--- src/rtl/sbd_issue_ctl.sv ---
module sbd_issue_ctl #(
  parameter int NREG  = 8,
  parameter int NTYPE = 2,
  parameter int UPT   = 2,
  parameter int LAT   = 3,
  localparam int NU = NTYPE * UPT,
  localparam int RW = (NREG > 1) ? $clog2(NREG) : 1,
  localparam int TW = (NTYPE > 1) ? $clog2(NTYPE) : 1,
  localparam int UW = (NU > 1) ? $clog2(NU) : 1,
  localparam int CW = (LAT > 1) ? $clog2(LAT) : 1
) (
  input  logic          clk,
  input  logic          rst_n,
  input  logic          in_valid,
  input  logic [TW-1:0] in_type,
  input  logic [RW-1:0] in_dst,
  input  logic [RW-1:0] in_src1,
  input  logic [RW-1:0] in_src2,
  output logic          in_ready,
  output logic [NU-1:0] disp_grant,
  output logic [NU-1:0] read_grant,
  output logic [NU-1:0] wb_grant,
  output logic [RW-1:0] wb_reg
);
  typedef enum logic [1:0] {S_IDLE, S_WAIT, S_EXEC, S_DONE} ust_t;

  function automatic logic [UW-1:0] enc(input logic [NU-1:0] v);
    enc = '0;
    for (int i = NU - 1; i >= 0; i--)
      if (v[i]) enc = UW'(i);
  endfunction

  ust_t          st   [NU];
  logic [RW-1:0] dst  [NU];
  logic [RW-1:0] s1   [NU];
  logic [RW-1:0] s2   [NU];
  logic [UW-1:0] q1   [NU];
  logic [UW-1:0] q2   [NU];
  logic [CW-1:0] cnt  [NU];
  logic [NU-1:0] r1, r2;

  logic [NREG-1:0] own_v;
  logic [UW-1:0]   own_u [NREG];

  logic [NU-1:0] cand, wb_req, war_hold;
  logic [UW-1:0] disp_idx, wb_idx;
  logic          fire, wb_any, rdy1_in, rdy2_in;

  assign in_ready   = (|cand) && !own_v[in_dst];
  assign fire       = in_valid && in_ready;
  assign disp_grant = fire ? (cand & (~cand + 1'b1)) : '0;
  assign disp_idx   = enc(disp_grant);
  assign wb_grant   = wb_req & (~wb_req + 1'b1);
  assign wb_any     = |wb_req;
  assign wb_idx     = enc(wb_grant);
  assign wb_reg     = wb_any ? dst[wb_idx] : '0;
  assign rdy1_in    = !own_v[in_src1] || (wb_any && own_u[in_src1] == wb_idx);
  assign rdy2_in    = !own_v[in_src2] || (wb_any && own_u[in_src2] == wb_idx);

  for (genvar u = 0; u < NU; u++) begin : g_unit
    assign cand[u]       = (st[u] == S_IDLE) && (in_type == TW'(u / UPT));
    assign read_grant[u] = (st[u] == S_WAIT) && r1[u] && r2[u];
    assign wb_req[u]     = (st[u] == S_DONE) && !war_hold[u];

    always_comb begin
      war_hold[u] = 1'b0;
      for (int g = 0; g < NU; g++)
        if (st[g] == S_WAIT &&
            ((r1[g] && s1[g] == dst[u]) || (r2[g] && s2[g] == dst[u])))
          war_hold[u] = 1'b1;
    end

    always_ff @(posedge clk or negedge rst_n) begin
      if (!rst_n) begin
        st[u]  <= S_IDLE;
        dst[u] <= '0;
        s1[u]  <= '0;
        s2[u]  <= '0;
        q1[u]  <= '0;
        q2[u]  <= '0;
        r1[u]  <= 1'b0;
        r2[u]  <= 1'b0;
        cnt[u] <= '0;
      end else begin
        case (st[u])
          S_IDLE: if (disp_grant[u]) begin
            st[u]  <= S_WAIT;
            dst[u] <= in_dst;
            s1[u]  <= in_src1;
            s2[u]  <= in_src2;
            q1[u]  <= own_u[in_src1];
            q2[u]  <= own_u[in_src2];
            r1[u]  <= rdy1_in;
            r2[u]  <= rdy2_in;
          end
          S_WAIT: if (read_grant[u]) begin
            st[u]  <= S_EXEC;
            cnt[u] <= CW'(LAT - 1);
          end else begin
            if (wb_any && !r1[u] && q1[u] == wb_idx) r1[u] <= 1'b1;
            if (wb_any && !r2[u] && q2[u] == wb_idx) r2[u] <= 1'b1;
          end
          S_EXEC: if (cnt[u] == '0) st[u] <= S_DONE;
                  else cnt[u] <= cnt[u] - 1'b1;
          S_DONE: if (wb_grant[u]) st[u] <= S_IDLE;
          default: st[u] <= S_IDLE;
        endcase
      end
    end
  end

  always_ff @(posedge clk or negedge rst_n) begin
    if (!rst_n) begin
      own_v <= '0;
      for (int r = 0; r < NREG; r++) own_u[r] <= '0;
    end else begin
      if (wb_any) own_v[wb_reg] <= 1'b0;
      if (fire) begin
        own_v[in_dst] <= 1'b1;
        own_u[in_dst] <= disp_idx;
      end
    end
  end
endmodule

--- config.mk ---
export PLATFORM = sky130hd
export DESIGN_NAME = sbd_issue_ctl
export DESIGN_NICKNAME = d
export VERILOG_FILES = /design/src/rtl/sbd_issue_ctl.sv
export SDC_FILE = /design/constraint.sdc
export NUM_CORES = 1
export LEC_CHECK = 0
export ABC_CLOCK_PERIOD_IN_PS = 4280
export BUFFER_PORTS_ARGS = -buffer_cell sky130_fd_sc_hd__clkbuf_2
export CAP_MARGIN = 20
export CORE_AREA = 2 2 108 110
export DETAILED_ROUTE_END_ITERATION = 12
export DIE_AREA = 0 0 110 112
export PLACE_DENSITY_LB_ADDON = 0.2
export SLEW_MARGIN = 20
export SYNTH_ARGS = -nofsm -noshare
export SYNTH_HDL_FRONTEND = slang
export SYNTH_SLANG_ARGS = --single-unit
--- constraint.sdc ---
create_clock -name clk -period 4.28 [get_ports clk]
set_clock_uncertainty 0.1 [all_clocks]
set_input_delay 0.428 -clock clk [delete_from_list [all_inputs] [get_ports clk]]
set_output_delay 0.428 -clock clk [all_outputs]
set_load 0.02 [all_outputs]
# Word level (Yosys, flattened, before mapping)
# Index checks and enable logic that the tools add are counted.
[word_totals]
reg_bits = 100
wordCells = 428
[op_classes]
add_sub_neg = 6
n_lt_le_gt_ge = 11
n_eq_ne = 86
mux = 110
bitwise_logic = 12
reduce_logical = 158
[ops]
columns = ["operator", "count"]
rows = [
  ["$eq 3x3->1", 32],
  ["$logic_and 1x1->1", 87],
  ["$mux 2", 33],
  ["$ne 2x2->1 const B", 26],
  ["$reduce_and 4->1", 12],
  ["$mux 1", 45],
  ["$pmux 2 s4", 4],
  ["$eq 2x2->1", 10],
  ["$logic_or 1x1->1", 18],
  ["$bwmux 16", 1],
  ["$eq 2x2->1 const B", 8],
  ["$logic_not 2->1", 8],
  ["$lt 3x4->1 const B", 4],
  ["$mux 8", 2],
  ["$pmux 1 s2", 8],
  ["$pmux 2 s2", 4],
  ["$reduce_bool 2->1", 8],
  ["$logic_not 1->1", 15],
  ["$bmux 2 s3", 2],
  ["$ge 4x4->1 const B", 3],
  ["$ne 2x1->1 const B", 6],
  ["$not 3->4", 3],
  ["$reduce_and 3->1", 4],
  ["$bmux 1 s3", 3],
  ["other kinds (20)", 37],
]

# Longest topological paths before layout
# Gate-level depths: netlist of the first run.
[logic_depth]
depth_word = 31
depth_mapped = 14

# Worst setup path after synthesis of the first run
# Ideal clock, no wire load.
[synth_path]
kind = "reg-to-output"
from = "register st[2] (netlist bit)"
to = "output port disp_grant[0]"
t_arrival_ns = 2.727
t_required_ns = 3.752
setup_slack_ns = 1.025
stages_incl_launch_ff = 11
path_buffers = 1
path_cell_list = "dfrtp_1 inv_1 ha_1 nor2_1 a221o_1 nor4_2 nand2_1 nor2_1 nand2_1 clkbuf_1 inv_1"
[synth_via]
elab_chain_len = 6
[synth_lines]
columns = ["item", "line", "text"]
rows = [
  ["start, declared", "33", "ust_t st [NU];"],
  ["start signal, assigned by index", "75", "st[u] <= S_IDLE;"],
  ["start signal, assigned by index", "87", "st[u] <= S_WAIT;"],
  ["start signal, assigned by index", "97", "st[u] <= S_EXEC;"],
  ["$logic_not 2->1", "61", "assign cand[u] = (st[u] == S_IDLE) && (in_type == TW'(u / UPT));"],
  ["$logic_and 1x1->1", "61", ""],
  ["$reduce_or 4->1", "49", "assign in_ready = (|cand) && !own_v[in_dst];"],
  ["$logic_and 1x1->1", "49", ""],
  ["via in_ready", "19", "output logic in_ready,"],
  ["$logic_and 1x1->1", "50", "assign fire = in_valid && in_ready;"],
  ["$mux 4", "51", "assign disp_grant = fire ? (cand & (~cand + 1'b1)) : '0;"],
  ["end, declared", "20", "output logic [NU-1:0] disp_grant,"],
]
# The timed path passes the listed nets, and every way through them passes these cells.

# Worst setup path after layout of the first run
[layout_path]
from = "register st[1] (netlist bit)"
to = "output port wb_reg[1]"
[layout_via]
elab_chain_len = 17
word_cells_on_any_way = 31
classes_between = "add/sub (1); eq/ne (2); mux (12); bitwise (3); reduce/logical (13)"
[layout_lines]
columns = ["item", "line", "text"]
rows = [
  ["$eq 2x1->1", "68", "if (st[g] == S_WAIT &&"],
  ["$logic_and 1x1->1", "68", ""],
  ["$mux 1", "68", ""],
  ["$logic_not 1->1", "63", "assign wb_req[u] = (st[u] == S_DONE) && !war_hold[u];"],
  ["$logic_and 1x1->1", "63", ""],
  ["$not 4->4", "53", "assign wb_grant = wb_req & (~wb_req + 1'b1);"],
  ["$add 4x1->4", "53", ""],
  ["$and 4x4->4", "53", ""],
  ["$mux 2 (4 in a row)", "30", "if (v[i]) enc = UW'(i);"],
  ["$not 2->3 (not written as such)", "56", "assign wb_reg = wb_any ? dst[wb_idx] : '0;"],
  ["$bmux 3 s2", "56", ""],
  ["$mux 3 (not written as such) (2 in a row)", "56", ""],
  ["$mux 3 (*)", "56", ""],
  ["end, declared", "23", "output logic [RW-1:0] wb_reg"],
]
# Every way passes the cells marked *; elsewhere a longest branch is shown, timed or not. The select of a mux whose other input is x is not followed.

==> reports/metrics.sh, run 1 <==
RUN_STATUS='completed'
YS_ASYNC_SR_FRACTION=1.00
HOLD_CLASS='in -> async'
FINAL_MAX_SLEW_VIOL_COUNT=0
TRITONCTS='yes'
SYNTH-EDFF-COUNT=0
CELL_INTERNAL_PWR_mW=3.50
GRT_START_MAX_NET_PINS=70
CRITPATHMAXFANOUT=9
POST_SYNTH_INSTANCE_AREA_MM2=0.00680
MULTI_INPUT_AREA_MM2=0.00387
CLK_ROOT_BUFFER_CELL='sky130_fd_sc_hd__clkbuf_16'
SYNTH_FLOP_CELL='sky130_fd_sc_hd__dfrtp_1'
POWER.IR.VDD_WORST_mV=0.510
POWER_PER_CELL_AREA_mW_PER_MM2=913
FILL_CELLS=885
CTS.REPORTEDPATHS.CLKPINSLEW_NS=0.07
SYNTH.LIB_CELLS_USED.DISTINCT=60
YS_FF_LATCH=100
YOSYSWARNINGS=0
TIMING.FINAL.SETUP_VIOLATIONS=0
MAX_CAP_VIOL_COUNT=0
CRITPATHBUFINV=4
GP_CONGESTION=0.953
DP_WORST_SETUP_SLACK_NS=0.736
P_CLK_FRAC=0.118
CORE_AREA_MM2=0.0112
WORSTSETUPSTARTPOINTTYPE='flop'
SYNTH.AVG_CELL_AREA_UM2=9.99
SWSHARE=0.467
CRIT_PATH_CLASS='reg -> out'
FIRST_GLOBAL_VIAS=5182
LAYOUT_COMMON_CELLS='sky130_fd_sc_hd__dfrtp_1, sky130_fd_sc_hd__xnor2_1, sky130_fd_sc_hd__mux2_2'
FLOORPLAN.INITIALDENSITY=0.609
MAX-SLEW-MARGIN-REL=0.377
AREA.SEQUENTIAL_MM2=0.00250
FIN_TNS_SETUP_NS=0
MAPPEDNETLISTNETS=714
CLKSINKCOUNT=100
DPL_CELL_AREA_MM2=0.00693
FINAL_LAYOUT_SIZE_SUFFIX_GT1_FRAC=0.186
CLKLATENCYLATEPIN_NS=0.36
SYNTH_SEQUENTIAL_AREA_RATIO=0.368
COMB_POWER_SHARE=0.561
WIRE_LENGTH_PER_CELL_UM=22.0
FP.DIEW_UM=110
WIRELENGTH_UM=18100
PATH_CELLS='inv_1 -> ha_1 -> nand2_1 -> o41ai_1 -> nor2_1 -> or4b_1 -> nor2_1 -> o21ai_1 -> buf_4 -> mux2i_1 -> o22ai_1 -> buf_4 -> clkbuf_2'
CRITICAL_PATH.SLOWEST_CELL='sky130_fd_sc_hd__o41ai_1'
FINAL_MIN_PERIOD_OVER_CLOCK_PERIOD=0.926
GROUTE.USAGE.OVERALL=0.312
NUM_VIAS=5285
SYN_INST=681
FINAL_DESIGN_AREA_NO_FILL_MM2=0.00719
WORST-ENDPOINT-ARRIVAL_NS=3.44
POST_CTS_BUFFERS=0
CP_SLOWEST_STAGE_DELAY_NS=0.42
DIE-HEIGHT_UM=112
IOS=29
FINISH.NET_COUNT=707
FP-ROW-COUNT=39
ANTENNA_FOUND_INITIAL=0
TIMING.CRITICAL_PATH.TO_TYPE='output port'
GRT_PASS1_WL_UM=28600
MAXCLOCKFREQUENCY_GHz=0.252
POST-DP-HPWL_UM=13000
MAX-CLOCK-PATH-BUFFERS=2
OVERFLOW=0
DRC_ERRORS=0
UNREPAIRED_SETUP_ENDPOINTS_AFTER_GLOBAL_ROUTING='no'
DR.PASS1.ITERS=7
POWER.SEQUENTIAL.FRACTION=0.322
MAX_SLEW.WORST_PIN.SLEW_NS=0.934
POST_CTS_HOLD_BUFFER_COUNT=0
TOP_CELL_FAMILY_BY_DELAY_ON_THE_CRITICAL_PATH='simple AND/OR/NAND/NOR gates'
MOSTFREQUENTLAYOUTCELL='sky130_fd_sc_hd__dfrtp_1'
DETAIL_ROUTE.ITER0.VIOLATIONS=418
TRITONCTS.NUM_BUFFERS=9
PLACE.PORT_BUFFERS=28
FIN_WORST_HOLD_SLACK_NS=0.0863
SETUP_WS_NS=0.316
AREA.GROWTH.SYNTH_TO_FINAL_PCT=5.74
VIA_PER_INST=6.44
ANTENNA_VIOLATING_NETS_POST_ROUTE=0
WORSTPATHREQUIRED_NS=3.75
ANTENNA_CELLS=0
FINALWORSTPATHREQUIREDPERIOD_NS=3.96
STATIC-LEAKAGE-POWER_nW=3.14
P_SW_mW=3.07
CTS-HTREE-LEVELS=3
HOLD_VIOL_FINAL=0
POST_CTS.RESIZED_INSTANCES=0
DESIGN.DIE.AREA_MM2=0.0123
## cell usage after synthesis (all sizes together), types with 6 or more instances
cell type | count | area [um2]
a21oi | 28 | 140
a31oi | 13 | 81.3
and2 | 6 | 37.5
buf | 44 | 241
clkbuf | 16 | 61.3
dfrtp | 100 | 2500
ha | 20 | 250
inv | 33 | 124
mux2 | 61 | 687
mux2i | 24 | 240
mux4 | 12 | 270
nand2 | 45 | 169
nand3 | 11 | 55.1
nand3b | 6 | 45.0
nand4 | 26 | 163
nor2 | 30 | 113
nor3 | 11 | 60.1
o21ai | 26 | 130
o22ai | 7 | 43.8
or4 | 6 | 45.0
xnor2 | 80 | 701
xor2 | 26 | 228
## power by group through the flow
stage,Clock (mW),Sequential (mW),Combinational [mW]
final,0.772,2.11,3.68
after global routing,0.818,2.16,4.04
after CTS,0.774,2.09,3.65
after detailed placement,0,2.11,3.62
after global placement,0,2.08,3.49
after floorplan,0,1.54,3.27
## layer usage
metal	global-route usage	share of wire	vias up
li1	-	-	2378
met1	0.417	0.42	2621
met2	0.497	0.48	232
met3	0.0568	0.063	54
met4	0.130	0.039	0
met5	0	0	-
## final timing paths
path / cells after the start / endpoint / start / slack, ns
worst max-delay path: 13 / wb_reg[1] / st[1] / 0.32
worst min register to register: 2 / q1[6] / q1[6] / 0.40
worst max register to register: 12 / st[4] / st[0] / 0.74
min in group clk: 2 / q1[6] / q1[6] / 0.40
worst min-delay path: 1 / s2[7] / rst_n / 0.09
max in group asynchronous: 2 / q1[2] / rst_n / 2.99
## sequential cells by signal, indices dropped and copies added, names as in the netlist
| name | flops |
|---|---|
| own_u | 16 |
| s1 | 12 |
| dst | 12 |
| s2 | 12 |
| q2 | 8 |
| st | 8 |
| r1 | 4 |
| own_v | 8 |
| q1 | 8 |
| cnt | 8 |
| r2 | 4 |
## cells by family after synthesis
| group | share of synthesized area |
|---|---|
| AOI/OAI and AO/OA | 0.0997 |
| xor gates and xnor gates | 0.136 |
| adders and majority gates | 0.0368 |
| buffers and inverters | 0.0633 |
| DFF | 0.368 |
| muxes | 0.176 |
| and+or+nand+nor | 0.120 |
## final cells by class
cell class	count	area share
inverters	34	0.0177
multi-input cells	487	0.538
clock buffers	11	0.0337
clock inverters	4	0.00330
repair buffers	42	0.0344
flip-flops and latches	100	0.348
well taps	143	0.0249
## through the flow
step,cells,util,total power [mW]
after floorplan,681,-,4.81
after global placement,806,0.620,5.57
after detailed placement,806,0.620,5.73
after CTS,821,0.644,6.51
after global routing,821,0.644,7.02
final,821,0.644,6.57
## worst reg2reg max path, stage by stage, from the launching register on
cell,delay (ns)
sky130_fd_sc_hd__dfrtp_1,0.41
sky130_fd_sc_hd__inv_1,0.10
sky130_fd_sc_hd__ha_1,0.33
sky130_fd_sc_hd__nor2_1,0.10
sky130_fd_sc_hd__a221o_1,0.39
sky130_fd_sc_hd__nor4_2,0.48
sky130_fd_sc_hd__nand2_1,0.25
sky130_fd_sc_hd__nor2_1,0.28
sky130_fd_sc_hd__nand3_1,0.11
sky130_fd_sc_hd__buf_4,0.25
sky130_fd_sc_hd__a221oi_1,0.46
sky130_fd_sc_hd__o21ai_1,0.13
sky130_fd_sc_hd__o21ai_0,0.09
Note: power is estimated with default switching activity, not from simulation.
==> run 2, diff against run 1 <==
- CORE_AREA: 2 2 108 110 -> 2 2 110 112
- DIE_AREA: 0 0 110 112 -> 0 0 112 114
==> run 2 against run 1 <==
Compared with the run above:
- critical endpoint unchanged
- sequential cell count unchanged
- final area decreased by 0.33%
- cell count decreased by 0.12%
- core utilization decreased by 3.2 points
- first-iteration DRC count decreased by 7.7%
- register-to-register slack got worse by 0.10 ns
- non-clock buffer count decreased by 5
- critical path depth decreased by 2
- sequential share of layout area increased by 0.12 points
==> reports/metrics.sh, run 2 (synthesis gave the netlist of run 1 again) <==
DETAIL_ROUTE.ITER0.VIOLATIONS=386  # -7.7%
MAX-SLEW-MARGIN-REL=0.408  # +0.0308
FIRST_GLOBAL_VIAS=5227  # +0.87%
FIN_TNS_SETUP_NS=0  # unchanged
STATIC-LEAKAGE-POWER_nW=3.12  # -0.66%
POST-DP-HPWL_UM=12900  # -0.31%
FINALWORSTPATHREQUIREDPERIOD_NS=3.96  # -0.00365 ns
DP_WORST_SETUP_SLACK_NS=0.541  # -0.195 ns
LAYOUT_COMMON_CELLS='sky130_fd_sc_hd__dfrtp_1, sky130_fd_sc_hd__xnor2_1, sky130_fd_sc_hd__mux2_2'
CLKSINKCOUNT=100  # unchanged
HOLD_VIOL_FINAL=0  # unchanged
CRIT_PATH_CLASS='reg -> out'
PLACED_CELLS=805  # -0.12%
GRT.BUSIEST_LAYER='met2'
GRT_START_MAX_NET_PINS=80  # +14%
DIE-HEIGHT_UM=114  # +1.8%
ANTENNA_CELLS=0  # unchanged
PLACE.PORT_BUFFERS=28  # unchanged
UNREPAIRED_SETUP_ENDPOINTS_AFTER_GLOBAL_ROUTING='no'
TIMING.CRITICAL_PATH.TO_TYPE='output port'
GRT_PASS1_WL_UM=28500  # -0.53%
R2R.WORST_PATH.CELLS=11  # -1
MAX_CAP_VIOL_COUNT=0  # unchanged
WORSTPATHREQUIRED_NS=3.75  # about the same
DESIGN.DIE.AREA_MM2=0.0128  # +3.6%
GP_CONGESTION=0.931  # -2.3%
REG2REG_TO='r2[1]'
NUM_VIAS=5198  # -1.6%
GRTUSAGEMET3=0.0542  # -0.00259
LARGEST_REGISTER_FF_COUNT=16  # unchanged
FF2FF_SETUP_SLACK_NS=0.64  # -0.10 ns
DR.PASS1.ITERS=7  # unchanged
FP.DIEW_UM=112  # +1.8%
DRC_ERRORS=0  # unchanged
ANTENNA_FOUND_INITIAL=0  # unchanged
POWER_PER_CELL_AREA_mW_PER_MM2=911  # -0.22%
UTILIZATION=0.612  # -0.0315
FINISH.CELL_COUNT_WITHOUT_FILLERS=820  # -0.12%
CLK_ROOT_BUFFER_CELL='sky130_fd_sc_hd__clkbuf_16'
WORST-ENDPOINT-ARRIVAL_NS=3.43  # about the same
FINAL_LAYOUT_SIZE_SUFFIX_GT1_FRAC=0.181  # -0.00456
TRITONCTS.NUM_BUFFERS=9  # unchanged
TIMING.FINAL.SETUP_VIOLATIONS=0  # unchanged
GROUTE.USAGE.OVERALL=0.294  # -0.0184
POWER.IR.VDD_WORST_mV=0.510  # about the same
CORE_AREA_MM2=0.0117  # +4.8%
FLOORPLAN.INITIALDENSITY=0.581  # -0.0279
RUN_STATUS='completed'
OVERFLOW=0  # unchanged
MAX-CLOCK-PATH-BUFFERS=2  # unchanged
HOLD_CLASS='in -> async'
TOP_REGISTER='own_u'
GRT_UTIL_MET1=0.385  # -0.0318
FP-ROW-COUNT=40  # +2.6%
ANTENNA_VIOLATING_NETS_POST_ROUTE=0  # unchanged
VIA_PER_INST=6.34  # -1.5%
FINISH.NET_COUNT=702  # -0.71%
CRIT-REG2REG-LAUNCH='st[3]'
FINAL_MAX_SLEW_VIOL_COUNT=0  # unchanged
FINAL_MIN_PERIOD_OVER_CLOCK_PERIOD=0.925  # about the same
CTS.REPORTEDPATHS.CLKPINSLEW_NS=0.07  # about the same
FIN_WORST_HOLD_SLACK_NS=0.0135  # -0.0728 ns
TRITONCTS='yes'
CRITPATHMAXFANOUT=7  # -2
SETUP_WS_NS=0.319  # +0.00365 ns
MOSTFREQUENTLAYOUTCELL='sky130_fd_sc_hd__dfrtp_1'
CLKLATENCYLATEPIN_NS=0.36  # about the same
CTS-HTREE-LEVELS=3  # unchanged
WORSTSETUPSTARTPOINTTYPE='flop'
MAXCLOCKFREQUENCY_GHz=0.252  # about the same
WIRELENGTH_UM=18000  # -0.29%
GLOBALROUTEMET2UTIL=0.476  # -0.0218
AREA.GROWTH.SYNTH_TO_FINAL_PCT=5.39
IOS=29  # unchanged
MAX_SLEW.WORST_PIN.SLEW_NS=0.863  # -0.0709 ns
POST_CTS_HOLD_BUFFER_COUNT=0  # unchanged
WIRE_LENGTH_PER_CELL_UM=22.0  # -0.17%
## run 2: worst max path at each step
stage | from | endpoint | slack, ns
after floorplan | st[2] | disp_grant[0] | 1.02
after global placement | dst[9] | r2[1] | 0.77
after detailed placement | in_dst[0] | st[4] | 0.54
after CTS | st[4] | disp_grant[1] | 0.28
after global routing | st[3] | wb_reg[1] | 0.1
final | st[3] | wb_reg[1] | 0.32
## run 2: final cells by class
type | count | area (um2)
inverter | 34 | 128
tap | 147 | 184
clock inverter | 4 | 23.8
timing repair buffer | 37 | 214
multi-input combinational | 487 | 3870
sequential | 100 | 2500
clock buffer | 11 | 243
fill | 978 | 4540
## run 2: routing by layer
layer,share of wire,vias to the layer above
li1,-,2364
met1,0.43,2560
met2,0.47,220
met3,0.061,54
met4,0.038,0
met5,0,-
## run 2: report_power, final
part | switching, mW | internal (mW)
Clock | 0.369 | 0.407
Sequential | 0.762 | 1.35
Combinational | 1.95 | 1.69
## run 2: per-stage QoR
step	area (um2)	power, mW
floorplan	6800	4.81
global placement	6890	5.50
detailed placement	6890	5.68
CTS	7160	6.47
global route	7170	6.97
finish	7170	6.53
## run 2: timing repair
item	CTS	global route
resized for setup	0	1
buffers inserted	0	0
setup endpoints to repair	0	1
## run 2: worst max-delay path, cell delays in order, from the launching register on
cell and delay [ns]:
sky130_fd_sc_hd__dfrtp_1 0.39, sky130_fd_sc_hd__inv_1 0.08, sky130_fd_sc_hd__ha_1 0.28, sky130_fd_sc_hd__inv_1 0.29, sky130_fd_sc_hd__a21oi_1 0.09, sky130_fd_sc_hd__nor4_1 0.65
sky130_fd_sc_hd__nand2_1 0.30, sky130_fd_sc_hd__o21ai_1 0.27, sky130_fd_sc_hd__mux2i_1 0.27, sky130_fd_sc_hd__o22ai_1 0.11, sky130_fd_sc_hd__buf_4 0.18, sky130_fd_sc_hd__clkbuf_2 0.15
==> run 3, diff against run 2 <==
- RECOVER_POWER: not set -> 50
==> run 3 against run 2 <==
Compared with the run above:
- the run now ends with max-capacitance violations, max-slew violations left
- largest power group unchanged
- non-clock buffer count is the same
- sequential share of layout area is essentially flat
- maximum frequency grew 0.60%
- setup slack better by 0.024 ns
- clock-buffer cell count unchanged
==> reports/metrics.sh, run 3 (synthesis gave the netlist of run 1 again) <==
RUN_STATUS='complete, but fails checks'
FP-ROW-COUNT=40  # unchanged
CRIT_PATH_CLASS='reg -> out'
FAILING_CHECKS='max-capacitance violations, max-slew violations'
SWSHARE=0.472  # about the same
FIN_TNS_SETUP_NS=0  # unchanged
DESIGN.DIE.AREA_MM2=0.0128  # unchanged
CELL_INTERNAL_PWR_mW=3.45  # about the same
IOS=29  # unchanged
MAX_CAP_VIOL_COUNT=1  # +1
GROUTE.USAGE.OVERALL=0.294  # unchanged
NUM_VIAS=5198  # unchanged
POWER.SEQUENTIAL.FRACTION=0.323  # about the same
TOP_CELL_FAMILY_BY_DELAY_ON_THE_CRITICAL_PATH='simple AND/OR/NAND/NOR gates'
CORE_AREA_MM2=0.0117  # unchanged
SETUP_WS_NS=0.343  # +0.0237 ns
CRITICAL_PATH.SLOWEST_CELL='sky130_fd_sc_hd__nor4_1'
POST_CTS_BUFFERS=0  # unchanged
DETAIL_ROUTE.ITER0.VIOLATIONS=389  # +0.78%
HOLD_VIOL_FINAL=0  # unchanged
CLKSINKCOUNT=100  # unchanged
UNREPAIRED_SETUP_ENDPOINTS_AFTER_GLOBAL_ROUTING='no'
FINAL_MIN_PERIOD_OVER_CLOCK_PERIOD=0.920  # -0.00555
FLOORPLAN.INITIALDENSITY=0.581  # unchanged
VIA_PER_INST=6.34  # unchanged
MAX-CLOCK-PATH-BUFFERS=2  # unchanged
DIE-HEIGHT_UM=114  # unchanged
GRT_PASS1_WL_UM=28500  # unchanged
PLACED_CELLS=805  # unchanged
COMB_POWER_SHARE=0.558  # about the same
WIRELENGTH_UM=18000  # about the same
GRT.BUSIEST_LAYER='met2'
GRT_START_MAX_NET_PINS=80  # unchanged
WORSTSETUPSTARTPOINTTYPE='flop'
CP_SLOWEST_STAGE_DELAY_NS=0.65  # about the same
LARGEST_REGISTER_FF_COUNT=16  # unchanged
POWER_PER_CELL_AREA_mW_PER_MM2=912  # +0.15%
GP_CONGESTION=0.931  # unchanged
TOP_REGISTER='own_u'
GRT_UTIL_MET1=0.385  # unchanged
ANTENNA_VIOLATING_NETS_POST_ROUTE=0  # unchanged
MAX-SLEW-MARGIN-REL=-0.344  # -0.752
ANTENNA_CELLS=0  # unchanged
POWER.TOTAL_mW=6.53  # about the same
TRITONCTS.NUM_BUFFERS=9  # unchanged
CLKLATENCYLATEPIN_NS=0.36  # about the same
POWER.IR.VDD_WORST_mV=0.513  # +0.59%
GLOBALROUTEMET2UTIL=0.476  # unchanged
FINALWORSTPATHREQUIREDPERIOD_NS=3.94  # -0.0237 ns
P_CLK_FRAC=0.119  # about the same
GRTUSAGEMET3=0.0542  # unchanged
CRITPATHMAXFANOUT=7  # unchanged
TRITONCTS='yes'
CTS-HTREE-LEVELS=3  # unchanged
PLACE.PORT_BUFFERS=28  # unchanged
WIRE_LENGTH_PER_CELL_UM=22.0  # about the same
CTS.REPORTEDPATHS.CLKPINSLEW_NS=0.07  # about the same
HOLD_CLASS='in -> reg'
FINAL_DESIGN_AREA_NO_FILL_MM2=0.00716  # -0.14%
DPL_CELL_AREA_MM2=0.00689  # unchanged
FINAL_MAX_SLEW_VIOL_COUNT=80  # +80
FINISH.CELL_COUNT_WITHOUT_FILLERS=820  # unchanged
FINISH.NET_COUNT=702  # unchanged
MAX_SLEW.WORST_PIN.SLEW_NS=2.02  # +1.15 ns
CLK_ROOT_BUFFER_CELL='sky130_fd_sc_hd__clkbuf_16'
ANTENNA_FOUND_INITIAL=0  # unchanged
MOSTFREQUENTLAYOUTCELL='sky130_fd_sc_hd__dfrtp_1'
TIMING.FINAL.SETUP_VIOLATIONS=0  # unchanged
OVERFLOW=0  # unchanged
STATIC-LEAKAGE-POWER_nW=3.12  # -0.18%
AREA.GROWTH.SYNTH_TO_FINAL_PCT=5.24
POST-DP-HPWL_UM=12900  # unchanged
PATH_CELLS='inv_1 -> ha_1 -> inv_1 -> a21oi_1 -> nor4_1 -> nand2_1 -> o21ai_1 -> mux2i_1 -> o22ai_1 -> buf_4 -> clkbuf_2'
TIMING.CRITICAL_PATH.TO_TYPE='output port'
DP_WORST_SETUP_SLACK_NS=0.541  # unchanged
WORSTPATHREQUIRED_NS=3.75  # about the same
DR.PASS1.ITERS=8  # +1
WORST-ENDPOINT-ARRIVAL_NS=3.41  # -0.02 ns
MAXCLOCKFREQUENCY_GHz=0.254  # +0.60%
P_SW_mW=3.08  # about the same
FINAL_LAYOUT_SIZE_SUFFIX_GT1_FRAC=0.180  # -0.00149
CRITICAL-PATH-TOP-CELL-BY-COUNT='sky130_fd_sc_hd__inv_1'
FIRST_GLOBAL_VIAS=5227  # unchanged
FP.DIEW_UM=112  # unchanged
CRITPATHBUFINV=4  # unchanged
DRC_ERRORS=0  # unchanged
LAYOUT_COMMON_CELLS='sky130_fd_sc_hd__dfrtp_1, sky130_fd_sc_hd__xnor2_1, sky130_fd_sc_hd__mux2_2'
[run 3: cell count changes in the layout (fill, tap and decap cells not counted), sizes merged]
| cell | before | now |
|---|---|---|
| clkbuf | 38 | 40 |
| buf | 10 | 8 |
[run 3: worst paths after layout]
path                           start   endpoint  slack, ns  cells past startpoint
max reg2reg                    st[3]      r2[1]       0.66                     11
max                            st[3]  wb_reg[1]       0.34                     11
max in group asynchronous      rst_n     cnt[3]       1.64                      2
min in group asynchronous      rst_n      s1[8]       0.54                      1
min                        in_dst[0]     dst[6]       0.40                      2
min reg2reg                    q1[6]      q1[6]       0.40                      2
[run 3: per-layer routing]
metal,vias to the layer above,share of wire
met1,2558,0.43
met5,-,0
met2,218,0.47
li1,2366,-
met3,56,0.062
met4,0,0.039
[run 3: power by group through the flow]
| stage | Combinational [mW] | Sequential (mW) | Clock (mW) |
|---|---|---|---|
| after detailed placement | 3.57 | 2.11 | 0 |
| final | 3.64 | 2.11 | 0.776 |
| after CTS | 3.59 | 2.09 | 0.787 |
| after global routing | 3.98 | 2.17 | 0.824 |
| after floorplan | 3.27 | 1.54 | 0 |
| after global placement | 3.43 | 2.07 | 0 |
[run 3: stage by stage]
step                      hold WS, ns  utilization
after floorplan                0.0324            -
after global routing            0.407        0.611
final                           0.396        0.611
after CTS                       0.185        0.611
after global placement          0.377        0.589
after detailed placement        0.390        0.589
[run 3: worst register-to-register path, stage by stage (launching register included)]
cell and delay (ns):
sky130_fd_sc_hd__dfrtp_1 0.39, sky130_fd_sc_hd__inv_1 0.08, sky130_fd_sc_hd__ha_1 0.28, sky130_fd_sc_hd__inv_1 0.29, sky130_fd_sc_hd__a21oi_1 0.09, sky130_fd_sc_hd__nor4_1 0.65
sky130_fd_sc_hd__nand2_1 0.30, sky130_fd_sc_hd__o21ai_1 0.27, sky130_fd_sc_hd__buf_4 0.30, sky130_fd_sc_hd__xnor2_1 0.10, sky130_fd_sc_hd__a21oi_1 0.48, sky130_fd_sc_hd__mux2i_1 0.15
[run 3: repair_timing]
item,CTS,global route
resized for setup,0,1
hold buffers,0,0
endpoints found under the setup margin,0,1
[run 3: cell type report]
class                           instances  area [um2]
Clock buffer                           11         243
Clock inverter                          4        23.8
Fill cell                             980        4550
Inverter                               34         128
Multi-Input combinational cell        487        3870
Sequential cell                       100        2500
Tap cell                              147         184
Timing Repair Buffer                   37         204
